[src/rtl/gpio_lvl_pkg.sv]
package gpio_lvl_pkg;
  localparam int REG_W        = 32;
  localparam int LINES_PER_TY = 8;
  localparam int POL_STRIDE   = 4;

  localparam logic [2:0] W_DOUT = 3'd0;
  localparam logic [2:0] W_DOE  = 3'd1;
  localparam logic [2:0] W_DIN  = 3'd2;
  localparam logic [2:0] W_STAT = 3'd3;
  localparam logic [2:0] W_TY0  = 3'd4;
  localparam logic [2:0] W_IEN  = 3'd5;
  localparam logic [2:0] W_TY1  = 3'd6;
  localparam logic [2:0] W_MUX  = 3'd7;

  // returns 1 when line n is configured active-low
  function automatic logic line_low_active(input logic [REG_W-1:0] ty0,
                                           input logic [REG_W-1:0] ty1,
                                           input int n);
    int pos;
    pos = POL_STRIDE * (n % LINES_PER_TY);
    if (n < LINES_PER_TY) return ty0[pos];
    return ty1[pos];
  endfunction

  // status after one edge: clear-by-one, then active lines set again
  function automatic logic stat_next(input logic cur, input logic ack, input logic act);
    return (cur & ~ack) | act;
  endfunction
endpackage

[src/rtl/gpio_lvl_sync.sv]
module gpio_lvl_sync #(
  parameter int N      = 12,
  parameter int STAGES = 2
) (
  input  logic         clk,
  input  logic         rst_n,
  input  logic [N-1:0] din,
  output logic [N-1:0] dout
);
  logic [N-1:0] stg [STAGES];

  genvar s;
  generate
    for (s = 0; s < STAGES; s++) begin : g_stage
      if (s == 0) begin : g_first
        always_ff @(posedge clk or negedge rst_n)
          if (!rst_n) stg[0] <= '0;
          else        stg[0] <= din;
      end else begin : g_next
        always_ff @(posedge clk or negedge rst_n)
          if (!rst_n) stg[s] <= '0;
          else        stg[s] <= stg[s-1];
      end
    end
  endgenerate

  assign dout = stg[STAGES-1];
endmodule

[src/rtl/gpio_lvl_status.sv]
module gpio_lvl_status #(
  parameter int N = 12
) (
  input  logic         clk,
  input  logic         rst_n,
  input  logic [N-1:0] act,
  input  logic [N-1:0] ack,
  output logic [N-1:0] status_q
);
  genvar i;
  generate
    for (i = 0; i < N; i++) begin : g_line
      always_ff @(posedge clk or negedge rst_n)
        if (!rst_n) status_q[i] <= 1'b0;
        else        status_q[i] <= gpio_lvl_pkg::stat_next(status_q[i], ack[i], act[i]);
    end
  endgenerate
endmodule

[src/rtl/gpio_lvl_regs.sv]
module gpio_lvl_regs #(
  parameter int N  = 12,
  parameter int AW = 5
) (
  input  logic                           clk,
  input  logic                           rst_n,
  input  logic                           wr,
  input  logic [AW-1:0]                  addr,
  input  logic [gpio_lvl_pkg::REG_W-1:0] wdata,
  input  logic [N-1:0]                   sync_in,
  input  logic [N-1:0]                   status_q,
  output logic [gpio_lvl_pkg::REG_W-1:0] rdata,
  output logic [N-1:0]                   dout_q,
  output logic [N-1:0]                   doe_q,
  output logic [N-1:0]                   ien_q,
  output logic [gpio_lvl_pkg::REG_W-1:0] ty0_q,
  output logic [gpio_lvl_pkg::REG_W-1:0] ty1_q,
  output logic [gpio_lvl_pkg::REG_W-1:0] mux_q,
  output logic [N-1:0]                   ack_mask
);
  import gpio_lvl_pkg::*;
  localparam int PAD = REG_W - N;

  logic [2:0] widx;
  logic       unused_lowaddr;
  assign widx           = addr[4:2];
  assign unused_lowaddr = ^{addr[1:0], wdata[REG_W-1:N]};

  function automatic logic [REG_W-1:0] widen(input logic [N-1:0] v);
    return {{PAD{1'b0}}, v};
  endfunction

  always_ff @(posedge clk or negedge rst_n) begin
    if (!rst_n) begin
      dout_q <= '0;
      doe_q  <= '0;
      ien_q  <= '0;
      ty0_q  <= '0;
      ty1_q  <= '0;
      mux_q  <= '0;
    end else if (wr) begin
      case (widx)
        W_DOUT:  dout_q <= wdata[N-1:0];
        W_DOE:   doe_q  <= wdata[N-1:0];
        W_IEN:   ien_q  <= wdata[N-1:0];
        W_TY0:   ty0_q  <= wdata;
        W_TY1:   ty1_q  <= wdata;
        W_MUX:   mux_q  <= wdata;
        default: ;
      endcase
    end
  end

  assign ack_mask = (wr && widx == W_STAT) ? wdata[N-1:0] : '0;

  always_comb begin
    case (widx)
      W_DOUT:  rdata = widen(dout_q);
      W_DOE:   rdata = widen(doe_q);
      W_DIN:   rdata = widen(sync_in);
      W_STAT:  rdata = widen(status_q);
      W_TY0:   rdata = ty0_q;
      W_IEN:   rdata = widen(ien_q);
      W_TY1:   rdata = ty1_q;
      default: rdata = mux_q;
    endcase
  end
endmodule

[src/rtl/gpio_lvl_ctrl.sv]
module gpio_lvl_ctrl #(
  parameter int N  = 12,
  parameter int AW = 5
) (
  input  logic         clk,
  input  logic         rst_n,
  input  logic         bus_wr,
  input  logic [AW-1:0] bus_addr,
  input  logic [31:0]  bus_wdata,
  output logic [31:0]  bus_rdata,
  input  logic [N-1:0] pin_in,
  output logic [N-1:0] pin_out,
  output logic [N-1:0] pin_oe,
  output logic         irq
);
  import gpio_lvl_pkg::*;

  logic [N-1:0]     sync_in, pol, act_lvl, status_q, ack_mask;
  logic [N-1:0]     dout_q, doe_q, ien_q;
  logic [REG_W-1:0] ty0_q, ty1_q, mux_q;
  logic             unused_mux;
  assign unused_mux = ^mux_q;

  gpio_lvl_sync #(.N(N), .STAGES(2)) u_sync (
    .clk(clk), .rst_n(rst_n), .din(pin_in), .dout(sync_in));

  gpio_lvl_regs #(.N(N), .AW(AW)) u_regs (
    .clk(clk), .rst_n(rst_n), .wr(bus_wr), .addr(bus_addr), .wdata(bus_wdata),
    .sync_in(sync_in), .status_q(status_q), .rdata(bus_rdata),
    .dout_q(dout_q), .doe_q(doe_q), .ien_q(ien_q),
    .ty0_q(ty0_q), .ty1_q(ty1_q), .mux_q(mux_q), .ack_mask(ack_mask));

  genvar i;
  generate
    for (i = 0; i < N; i++) begin : g_pol
      assign pol[i] = line_low_active(ty0_q, ty1_q, i);
    end
  endgenerate

  assign act_lvl = sync_in ^ pol;

  gpio_lvl_status #(.N(N)) u_stat (
    .clk(clk), .rst_n(rst_n), .act(act_lvl), .ack(ack_mask), .status_q(status_q));

  assign pin_oe  = doe_q;
  assign pin_out = dout_q & doe_q;
  assign irq     = |(status_q & ien_q);
endmodule

[config.mk]
export PLATFORM = sky130hd
export DESIGN_NAME = gpio_lvl_ctrl
export DESIGN_NICKNAME = d
export VERILOG_FILES = /design/src/rtl/gpio_lvl_pkg.sv /design/src/rtl/gpio_lvl_sync.sv /design/src/rtl/gpio_lvl_status.sv /design/src/rtl/gpio_lvl_regs.sv /design/src/rtl/gpio_lvl_ctrl.sv
export SDC_FILE = /design/constraint.sdc
export NUM_CORES = 1
export LEC_CHECK = 0
export CORE_ASPECT_RATIO = 0.9
export CORE_MARGIN = 3
export CORE_UTILIZATION = 45
export DETAILED_ROUTE_END_ITERATION = 7
export PLACE_DENSITY = 0.68
export SLEW_MARGIN = 20
export SYNTH_ARGS = -nofsm -noshare
export SYNTH_HDL_FRONTEND = slang
export SYNTH_HIERARCHICAL = 1
export SYNTH_SLANG_ARGS = --single-unit
[constraint.sdc]
create_clock -name clk -period 1.6 [get_ports clk]
set_input_delay 0.24 -clock clk [delete_from_list [all_inputs] [get_ports clk]]
set_output_delay 0.24 -clock clk [all_outputs]
set_load 0.01 [all_outputs]
# After elaboration in Yosys (flattened, before gate mapping)
# Index checks and enable logic that the tools add are counted.
# Widths: inputs -> output; s select.
[totals] regBits=168 input_bits=52 out_inout_bits=57 elab_cells=77
[classes] eq_ne=7 muxes=2 n_bitwise=39 reduce_logical=9
[op_table] op="$pmux 32 s7" n=1
[op_table] op="$and 12x12->12" n=2
[op_table] op="$and 1x1->1" n=12
[op_table] op="$eq 3x3->1 const B" n=4
[op_table] op="$mux 12" n=1
[op_table] op="$not 1->1" n=12
[op_table] op="$or 1x1->1" n=12
[op_table] op="$reduce_and 2->1" n=6
[op_table] op="$reduce_or 12->1" n=1
[op_table] op="$xor 12x12->12" n=1
[op_table] op="$eq 3x2->1 const B" n=2
[op_table] op="$eq 3x1->1 const B" n=1
[op_table] op="$logic_not 3->1" n=1
[op_table] op="$logic_and 1x1->1" n=1

# Logic depth before layout (Yosys ltp)
# Gate-level depths: netlist of the first run.
[depth] word_depth=6 mapped_depth=7

# Hierarchy
# The synthesis of the first run kept the hierarchy.
[by_module_without_submodules] module="gpio_lvl_regs" instances=1 cells_each=477 area_each_um2=6288.5
[by_module_without_submodules] module="gpio_lvl_sync" instances=1 cells_each=36 area_each_um2=690.7
[by_module_without_submodules] module="gpio_lvl_status" instances=1 cells_each=36 area_each_um2=435.4
[by_module_without_submodules] module="gpio_lvl_ctrl" instances=1 cells_each=31 area_each_um2=256.5

# Worst setup path after synthesis of the first run
# OpenSTA, ideal clock, no wires.
[synth_timing] kind="input -> output" start="in bus_addr[2]" end="out bus_rdata[0]" arrival_ns=1.246 required_ns=1.360 setup_slack_ns=0.114 path_stages=6 path_cell_list="buf_4 > and2_4 > buf_2 > a221oi_1 > a21oi_1 > o22a_1"
[synth_between] elab_chain_len=2 elab_cells_between_ends=8
[synth_rtl] item="start, declared" line_no="gpio_lvl_ctrl.sv:8" rtl="input logic [AW-1:0] bus_addr,"
[synth_rtl] item="$eq 3x3->1 (tied with other cells)" line_no="gpio_lvl_regs.sv:57" rtl="case (widx)"
[synth_rtl] item="$pmux 32 s7 (*)" line_no="gpio_lvl_regs.sv:57"
[synth_rtl] item="end, declared" line_no="gpio_lvl_ctrl.sv:10" rtl="output logic [31:0] bus_rdata,"
# Every way passes the cells marked *; elsewhere a longest branch is shown, timed or not.

# Final worst setup path of the first run
[layout_timing] start="reg u_regs.doe_q[6]" end="out bus_rdata[6]"
[layout_between] elab_chain_len=1
[layout_rtl] item="start, declared" line_no="gpio_lvl_regs.sv:14" rtl="output logic [N-1:0] doe_q,"
[layout_rtl] item="start signal, assigned" line_no="gpio_lvl_regs.sv:44" rtl="W_DOE: doe_q <= wdata[N-1:0];"
[layout_rtl] item="$pmux 32 s7" line_no="gpio_lvl_regs.sv:57"
# No other way between the ends.

==> results of run 1 <==
## final timing paths
| path | from | to | cells after the start |
|---|---|---|---|
| setup / recovery | u_regs/doe_q[6] | bus_rdata[6] | 4 |
| hold / removal | pin_in[7] | u_sync/stg[19] | 1 |
| setup reg to reg | u_regs/ty1_q[27] | u_regs/ty1_q[27] | 3 |
| hold reg to reg | u_sync/stg[18] | u_sync/dout[6] | 0 |
| max in group asynchronous | rst_n | u_regs/ien_q[5] | 3 |
| min in group asynchronous | rst_n | u_regs/ty0_q[29] | 2 |
## what timing repair did
item | in CTS | in global routing
setup buffers | 15 | 5
hold buffers | 1 | 0
hold endpoints to repair | 39 | 0
pin swaps | 21 | 15
endpoints found under the setup margin | 111 | 72
gates resized for setup | 221 | 44
## cells by family (layout without fill, tap and decap cells)
| family | Yosys count | after routing | synth area share |
|---|---|---|---|
| xor+xnor | 12 | 12 | 0.0137 |
| simple gates | 75 | 75 | 0.0599 |
| compound gates | 108 | 108 | 0.107 |
| mux | 154 | 154 | 0.226 |
| buf+inv | 63 | 272 | 0.0453 |
| flops | 168 | 168 | 0.548 |
## stage by stage
stage	total power [mW]	hold slack [ns]
after CTS	12.8	0.230
after global placement	8.20	0.185
after floorplan	6.85	-0.0556
final	12.9	0.250
after global routing	13.4	0.220
after detailed placement	8.33	0.200
## layout by cell type (no fill, tap or decap), types with 2 or more instances in the layout
cell	count
a21o_1	12
a21oi_1	20
a21oi_2	2
a221oi_1	2
a221oi_2	22
a22o_1	3
a22oi_1	7
a22oi_2	24
and2_1	24
buf_12	10
buf_2	33
buf_4	103
buf_6	10
bufinv_16	4
clkbuf_16	17
clkbuf_2	13
clkdlybuf4s50_1	45
clkinv_2	4
clkinv_4	3
clkinvlp_4	2
dfrtp_1	168
dlygate4sd2_1	13
inv_1	12
inv_6	2
mux2_1	39
mux2_2	99
mux2_4	14
nand2_1	12
nand3_1	3
nor2_2	2
nor2b_1	20
nor2b_2	3
o22a_1	11
xor2_1	12
## sequential cells by signal, summed over array words and instances, names as in the netlist
name	count
u_regs/ty0_q	32
u_regs/dout_q	12
u_regs/doe_q	12
u_regs/ien_q	12
u_stat/status_q	12
u_sync/dout	12
u_sync/stg	12
u_regs/ty1_q	32
u_regs/mux_q	32
## where the power goes
group          leakage, nW  total, mW  switching, mW  internal [mW]
logic                 2.35       2.95           1.23           1.72
clock network        0.303       4.33           1.72           2.62
registers             1.97       5.58          0.546           5.03
## final cells by class
class | instances | share of cell area
repair buffers | 228 | 0.180
multi-input cells | 349 | 0.331
well taps | 207 | 0.0247
clock buffers | 17 | 0.0405
flip-flops and latches | 168 | 0.400
inverters | 12 | 0.00429
clock inverters | 15 | 0.0190
## synth_stat cells
master	n	area share
nor3b_1	1	0.00098
mux2_1	39	0.057
nand4_1	1	0.00082
a221oi_1	22	0.025
nor3b_2	1	0.0016
xor2_1	12	0.014
and2_4	1	0.0011
nand2_1	12	0.0059
clkbuf_1	7	0.0034
and2_1	24	0.020
o21ai_0	1	0.00065
and4bb_2	1	0.0016
o32a_1	1	0.0013
a21oi_1	22	0.014
nand3_1	3	0.0020
dfrtp_1	168	0.55
nor2b_1	24	0.020
nand4b_2	1	0.0020
buf_6	1	0.0015
o211ai_1	1	0.00098
nor4bb_1	1	0.0013
nand4b_1	1	0.0011
a21boi_1	1	0.00098
o22a_1	11	0.013
inv_1	12	0.0059
a221oi_2	3	0.0059
a22o_1	3	0.0034
buf_4	20	0.020
nor2_1	3	0.0015
buf_2	23	0.015
a22oi_1	31	0.030
a21o_1	12	0.012
mux2i_1	2	0.0026
or2_1	1	0.00082
mux2_2	113	0.17
## worst max-delay path, delay by kind of cell, from the launching register on
kind	cells	cell delay, ns
DFF	1	0.40
AOI/OAI and AO/OA	2	0.43
muxes	1	0.22
buffers and inverters	1	0.15
## metal layers
metal	global-route usage	up-vias
met4	0.0648	0
met3	0.0590	32
li1	-	2493
met1	0.316	2898
met2	0.374	194
met5	0	-
==> run_results.csv, run 1 <==
group,metric,value,unit
outcome,outcome,"finished, violations left",
outcome,violations,"setup timing",
logic_synthesis,yosysWarnings,6,
place,dpl_cell_area,9560,um2
route,ant_nets,0,
critical_path,cp_max_fo,2,
place,gp_congestion,0.879,
logic_synthesis,avgSynthCellArea,13.2,um2
timing,period_share,1.16,
place,port_buffers,106,
route,m1WireLength,9.45,mm
cells_and_area,seqCellArea,4200,um2
critical_path,crit_required,1.36,ns
logic_synthesis,syn_area,7670,um2
run,drv_cap,0,
route,maxUsedRoutingLayer,"met4",
timing,fin_crit,1.85,ns
floorplan,initial_core_util,0.468,
cells_and_area,multi_input_area,3470,um2
route,drc,0,
clocking,clk_pin_slew,0.06,ns
logic_synthesis,yosysUniqueCellTypes,35,
critical_path,worstSetupPathType,"flip-flop to output pin",
logic_synthesis,syn_inst,580,
timing,finalHoldViolations,0,
logic_synthesis,synth_seq_area_share,0.548,
grt,grtUsageTotal,0.232,
floorplan,rows,44,
place,placed_cells,944,
timing,fin_skew,0.00798,ns
grt,grt_pass1_wl,32.9,mm
critical_path,cp_slowest_cell,"dfrtp_1",
route,met3_length,1.27,mm
cells_and_area,final.fill_count,1239,
timing,setup_viol_count_final,33,
timing,slew_headroom,0.704,
clocking,clock_path_buffers,2,
floorplan,dieWidth,144,um
cells_and_area,diodes,0,
place,dpl.hpwl,14.3,mm
timing,grt_setup_unrepaired,"true",
cells_and_area,syn2layout_area_growth,36.8,%
clocking,clk_latency,0.42,ns
clocking,cts.htree.levels,4,
timing,fmax,539,MHz
grt,grt_pass1_vias,5885,
logic_synthesis,ys_ff_latch,168,
floorplan,die_area,18700,um2
timing,maxSlewViolCount,0,
critical_path,critPathMaxStageDelay,0.40,ns
critical_path,worst_setup_path_end_kind,"output pin",
critical_path,path_cells,"mux2i_2 > o211ai_1 > o32a_1 > buf_2",
grt,grt_remaining_overflow,0,
critical_path,startpoint_type,"flip-flop",
critical_path,cp_data_arrival_time,1.61,ns
logic_synthesis,syn-num-nets,632,
clocking,cts_tree,"yes",
grt,grt_start_max_net_pins,44,
min_path,hold_path.class,"input port to flip-flop",
cells_and_area,final_util,0.640,
cells_and_area,fin_nets,828,
route,post_drt_wl_per_cell,21.6,um
clocking,cts_buffers,17,
route,vias,5617,
floorplan,die_h,130,um
floorplan,core,16400,um2
cells_and_area,finalNonFillerCells,996,
timing,tightest_slew,0.444,ns
critical_path,r2r_slack,0.55,ns
clocking,cts_root_buf,"clkbuf_16",
power,power.leakage,4.62,nW
timing,fin_setup_tns,-3.30,ns
route,drtIter0Drc,417,
route,wl_met2,10.4,mm
route,viasPerCell,5.64,
power,peakVddDrop,0.734,mV
route,totalWireLength,21.5,mm
cells_and_area,layout-drive-gt1-share,0.477,
grt,antenna_found_initial,0,
place,dpl_worst_slack,-0.863,ns
cells_and_area,fin_area,10500,um2
route,first_pass_iters,5,
clocking,cts_sinks,168,
power,powerDensity,1220,nW/um2
timing,setup_ws,-0.255,ns
floorplan,ios,109,
(Power assumes the default switching activity.)
==> run 2, diff against run 1 <==
- GPL_TIMING_DRIVEN: default -> 0
==> run 2 against run 1 <==
  * The run still ends with setup timing left
  * Clock power up 3%
  * Die area unchanged
  * Sequential share of layout area up 0.74 points
  * Largest cell class unchanged
  * Critical endpoint unchanged
  * Highest routed layer unchanged
==> run_results.csv, run 2 (synthesis results as in run 1) <==
group,metric,value,unit
cells_and_area,multi_input_area,3470,um2
min_path,hold_end,"u_sync/stg[22]",
critical_path,cp_max_fo,2,
grt,grtUsageTotal,0.236,
power,intPower,9.30,mW
route,vias,5545,
clocking,clock_path_buffers,2,
cells_and_area,seqCellArea,4210,um2
min_path,min_delay_path_depth,1,
timing,tightest_slew,0.687,ns
timing,setup_ws,-0.260,ns
timing,fin_crit,1.86,ns
floorplan,dieWidth,144,um
grt,grt_pass1_wl,33.2,mm
min_path,worstHoldStart,"pin_in[10]",
floorplan,ios,109,
grt,antenna_found_initial,0,
route,ant_nets,0,
clocking,cts_buffers,17,
min_path,hold_path.class,"input port to flip-flop",
grt,grt_start_max_net_pins,91,
power,peakVddDrop,0.726,mV
clocking,cts_sinks,168,
cells_and_area,fin_area,10300,um2
cells_and_area,final.fill_count,1276,
cells_and_area,largestRegisters,"u_regs/mux_q: 32 flops, u_regs/ty0_q: 32 flops, u_regs/ty1_q: 32 flops",
grt,grt_pass1_vias,5834,
clocking,clk_latency,0.42,ns
place,dpl_cell_area,9020,um2
timing,grt_setup_unrepaired,"true",
route,first_pass_iters,6,
power,power_frac_comb,0.209,
timing,fin_hold_ws,0.248,ns
critical_path,r2r_slack,0.54,ns
critical_path,worstSetupPathType,"flip-flop to output pin",
timing,maxSlewViolCount,0,
clocking,clk_pin_slew,0.07,ns
cells_and_area,syn2layout_area_growth,34.4,%
critical_path,cp_slowest_cell,"dfrtp_1",
timing,fin_skew,0.00578,ns
timing,fmax,538,MHz
power,total_power,12.7,mW
clocking,cts.htree.levels,4,
cells_and_area,mostFrequentLayoutCells,"dfrtp_1 (166), mux2_2 (104), clkdlybuf4s50_1 (44)",
route,post_drt_wl_per_cell,22.7,um
outcome,outcome,"finished, violations left",
place,dpl.hpwl,13.6,mm
grt,grt_remaining_overflow,0,
floorplan,die_h,130,um
run,drv_cap,0,
power,power.leakage,4.48,nW
route,viasPerCell,5.80,
outcome,violations,"setup timing",
cells_and_area,final_util,0.629,
route,drc,0,
place,gp_congestion,0.852,
cells_and_area,layout-drive-gt1-share,0.447,
clocking,cts_root_buf,"clkbuf_16",
place,port_buffers,106,
timing,setup_viol_count_final,33,
critical_path,cp_data_arrival_time,1.62,ns
route,drtIter0Drc,393,
place,dpl_worst_slack,-1.31,ns
power,switching_power,3.42,mW
power,powerDensity,1230,nW/um2
floorplan,die_area,18700,um2
floorplan,rows,44,
cells_and_area,fin_nets,788,
critical_path,path_cells,"mux2i_2 > o211ai_1 > o32a_1 > buf_2",
cells_and_area,mostFrequentLayoutCell,"dfrtp_1",
timing,finalHoldViolations,0,
timing,period_share,1.16,
critical_path,timing.rr.end,"u_regs/ien_q[9]",
power,p_seq_frac,0.442,
power,swShare,0.269,
critical_path,crit_required,1.36,ns
power,clkPwrFrac,0.349,
critical_path,r2r.worst_path.cells,3,
clocking,cts_tree,"yes",
critical_path,regToRegStartpoint,"u_regs/ien_q[9]",
cells_and_area,diodes,0,
critical_path,critPathMaxStageDelay,0.40,ns
route,totalWireLength,21.7,mm
floorplan,core,16400,um2
critical_path,startpoint_type,"flip-flop",
floorplan,initial_core_util,0.468,
critical_path,worst_setup_path_end_kind,"output pin",
timing,slew_headroom,0.542,
run 2: timing repair:
action | 4_1_cts | 5_1_grt
gates cloned | 1 | 0
buffers inserted | 27 | 9
resized for setup | 292 | 48
hold buffers | 1 | 0
endpoints found under the setup margin | 135 | 93
endpoints found under the hold margin | 89 | 0
pin swaps | 20 | 19
run 2: how the worst max path moves through the flow:
stage                                 from              end  slack (ns)  cells after the start
after floorplan                bus_addr[2]     bus_rdata[0]        0.11                      6
after global placement               rst_n  u_regs/mux_q[9]       -6.40                      1
after detailed placement       bus_addr[4]    bus_rdata[16]       -1.31                      6
after CTS                  u_regs/doe_q[6]     bus_rdata[6]       -0.28                      4
after global routing       u_regs/doe_q[6]     bus_rdata[6]       -0.34                      4
final                     u_regs/dout_q[6]     bus_rdata[6]       -0.26                      4
run 2: final cells by class:
type | count | area share
clock inverters | 12 | 0.0165
repair buffers | 145 | 0.119
flip-flops and latches | 168 | 0.408
well taps | 207 | 0.0251
inverters | 12 | 0.00437
plain buffers | 43 | 0.0456
multi-input cells | 349 | 0.337
clock buffers | 20 | 0.0453
run 2: power by group through the flow:
stage | logic [mW] | clock network (mW) | registers [mW]
after global placement | 2.30 | 0 | 5.59
after CTS | 2.54 | 4.51 | 5.60
final | 2.66 | 4.44 | 5.63
after detailed placement | 2.39 | 0 | 5.64
after global routing | 2.87 | 4.65 | 5.72
after floorplan | 1.38 | 0 | 5.47
run 2: routing by layer:
layer,GRT usage,wire [um],vias to the layer above
met1,0.316,9230,2891
li1,-,-,2413
met4,0.0714,415,0
met5,0,0,-
met2,0.381,10600,209
met3,0.0612,1500,32
run 2: stage by stage:
| stage | setup TNS, ns | cells |
|---|---|---|
| after floorplan | 0 | 580 |
| after global placement | -1180.18 | 893 |
| after detailed placement | -109.45 | 894 |
| after CTS | -5.15 | 952 |
| after global routing | -4.98 | 956 |
| final | -3.24 | 956 |
run 2: worst max-delay path: cells and delay by family (launching register included):
| family | cells | cell delay (ns) |
|---|---|---|
| buf+inv | 1 | 0.15 |
| mux | 1 | 0.17 |
| flops | 1 | 0.40 |
| compound gates | 2 | 0.46 |
==> run 3, diff against run 2 <==
- SLEW_MARGIN: 20 -> 30
==> run 3 against run 2 <==
  * The flow still finishes with violations (setup timing)
  * Critical path depth is the same
  * Cell area increased by 0.79%
  * Die area stayed put
  * Maximum frequency grew 1.2%
  * Sequential power is essentially flat
  * Register-to-register slack gained 0.04 ns
  * Critical path type unchanged
  * Largest cell class unchanged
==> run_results.csv, run 3 (synthesis results as in run 1) <==
group,metric,value,unit
power,peakVddDrop,0.751,mV
grt,grt_pass1_vias,5869,
timing,setup_ws,-0.238,ns
timing,fin_skew,0.00318,ns
place,placed_cells,895,
route,ant_nets,0,
timing,fin_crit,1.84,ns
clocking,cts_buffers,17,
cells_and_area,diodes,0,
cells_and_area,final.fill_count,1244,
power,power_frac_comb,0.220,
critical_path,cp_max_fo,3,
cells_and_area,fin_nets,804,
clocking,clk_latency,0.43,ns
floorplan,dieWidth,144,um
floorplan,die_area,18700,um2
route,drtIter0Drc,426,
floorplan,rows,44,
critical_path,r2r.worst_path.cells,3,
outcome,violations,"setup timing",
timing,grt_setup_unrepaired,"true",
place,port_buffers,106,
grt,antenna_found_initial,0,
timing,maxSlewViolCount,0,
floorplan,core,16400,um2
timing,setup_viol_count_final,37,
route,first_pass_iters,6,
cells_and_area,mostFrequentLayoutCells,"dfrtp_1 (166), mux2_2 (104), buf_4 (50)",
critical_path,worstSetupPathType,"flip-flop to output pin",
power,switching_power,3.44,mW
timing,finalHoldViolations,0,
timing,fin_setup_tns,-3.31,ns
power,p_seq_frac,0.445,
grt,grt_pass1_wl,33.6,mm
outcome,outcome,"finished, violations left",
critical_path,cp_data_arrival_time,1.60,ns
cells_and_area,layout-drive-gt1-share,0.460,
cells_and_area,fin_area,10400,um2
power,swShare,0.273,
cells_and_area,multi_input_area,3470,um2
critical_path,crit_required,1.36,ns
cells_and_area,largestRegisters,"u_regs/mux_q: 32 flops, u_regs/ty0_q: 32 flops, u_regs/ty1_q: 32 flops",
power,power.leakage,4.53,nW
clocking,cts_sinks,168,
power,clkPwrFrac,0.335,
power,powerDensity,1220,nW/um2
critical_path,worst_setup_path_end_kind,"output pin",
min_path,hold_path.class,"input port to asynchronous set/reset pin",
route,post_drt_wl_per_cell,22.8,um
critical_path,startpoint_type,"flip-flop",
cells_and_area,final_util,0.634,
floorplan,initial_core_util,0.468,
place,dpl.hpwl,13.7,mm
grt,grt_remaining_overflow,0,
clocking,cts_root_buf,"clkbuf_16",
grt,grtUsageTotal,0.240,
clocking,clk_pin_slew,0.06,ns
timing,fin_hold_ws,0.218,ns
timing,fmax,544,MHz
route,totalWireLength,22.2,mm
clocking,clock_path_buffers,2,
route,drc,0,
power,intPower,9.19,mW
route,m1WireLength,9.72,mm
place,dpl_cell_area,9050,um2
grt,grt_start_max_net_pins,80,
route,wl_met2,10.9,mm
route,viasPerCell,5.73,
timing,tightest_slew,0.413,ns
timing,period_share,1.15,
route,met3_length,1.23,mm
clocking,cts_tree,"yes",
place,gp_congestion,0.852,
cells_and_area,syn2layout_area_growth,35.5,%
floorplan,die_h,130,um
run,drv_cap,0,
route,maxUsedRoutingLayer,"met4",
floorplan,ios,109,
cells_and_area,mostFrequentLayoutCell,"dfrtp_1",
clocking,cts.htree.levels,4,
timing,slew_headroom,0.725,
cells_and_area,finalNonFillerCells,972,
cells_and_area,seqCellArea,4210,um2
route,vias,5571,
## run 3: path summary, 6_finish.rpt
| check | startpoint | endpoint | slack, ns |
|---|---|---|---|
| worst max-delay path | u_regs/dout_q[6] | bus_rdata[6] | -0.24 |
| worst min-delay path | rst_n | u_regs/ty0_q[21] | 0.22 |
| worst max register to register | u_regs/dout_q[8] | u_regs/dout_q[8] | 0.58 |
| worst min register to register | u_sync/stg[21] | u_sync/dout[9] | 0.35 |
| max in group asynchronous | rst_n | u_regs/dout_q[5] | 0.36 |
| min in group clk | pin_in[8] | u_sync/stg[20] | 0.24 |
## run 3: power groups by stage
stage	Clock, mW	Sequential, mW	Combinational (mW)
CTS	4.29	5.61	2.57
floorplan	0	5.47	1.38
global route	4.45	5.70	2.99
detailed placement	0	5.64	2.41
finish	4.23	5.62	2.78
global placement	0	5.59	2.30
## run 3: what timing repair did
| action | 4_1_cts | 5_1_grt |
|---|---|---|
| hold buffers | 1 | 0 |
| pin swaps | 28 | 18 |
| gates resized for setup | 308 | 43 |
| endpoints found under the hold margin | 89 | 0 |
| cloned | 3 | 1 |
| setup endpoints to repair | 132 | 86 |
| buffers inserted | 34 | 18 |
## run 3: layer usage
| metal | global-route usage | up-vias |
|---|---|---|
| li1 | - | 2441 |
| met1 | 0.331 | 2921 |
| met2 | 0.389 | 182 |
| met3 | 0.0429 | 27 |
| met4 | 0.0764 | 0 |
| met5 | 0 | - |
## run 3: through the flow
stage	setup WS, ns	total power [mW]
after floorplan	0.114	6.85
after global placement	-6.40	7.89
after detailed placement	-1.34	8.05
after CTS	-0.291	12.5
after global routing	-0.330	13.1
final	-0.238	12.6
## run 3: critical path, stage by stage (launching register included)
cell      delay (ns)
dfrtp_1         0.42
mux2i_1         0.15
o211ai_1        0.11
o32a_1          0.33
buf_2           0.15
## run 3: area by class of cell
cell class,count,area share
Buffer,39,0.0398
Multi-Input combinational cell,349,0.334
Sequential cell,168,0.405
Inverter,12,0.00433
Clock inverter,12,0.0144
Timing Repair Buffer,165,0.134
Tap cell,207,0.0249
Clock buffer,20,0.0439
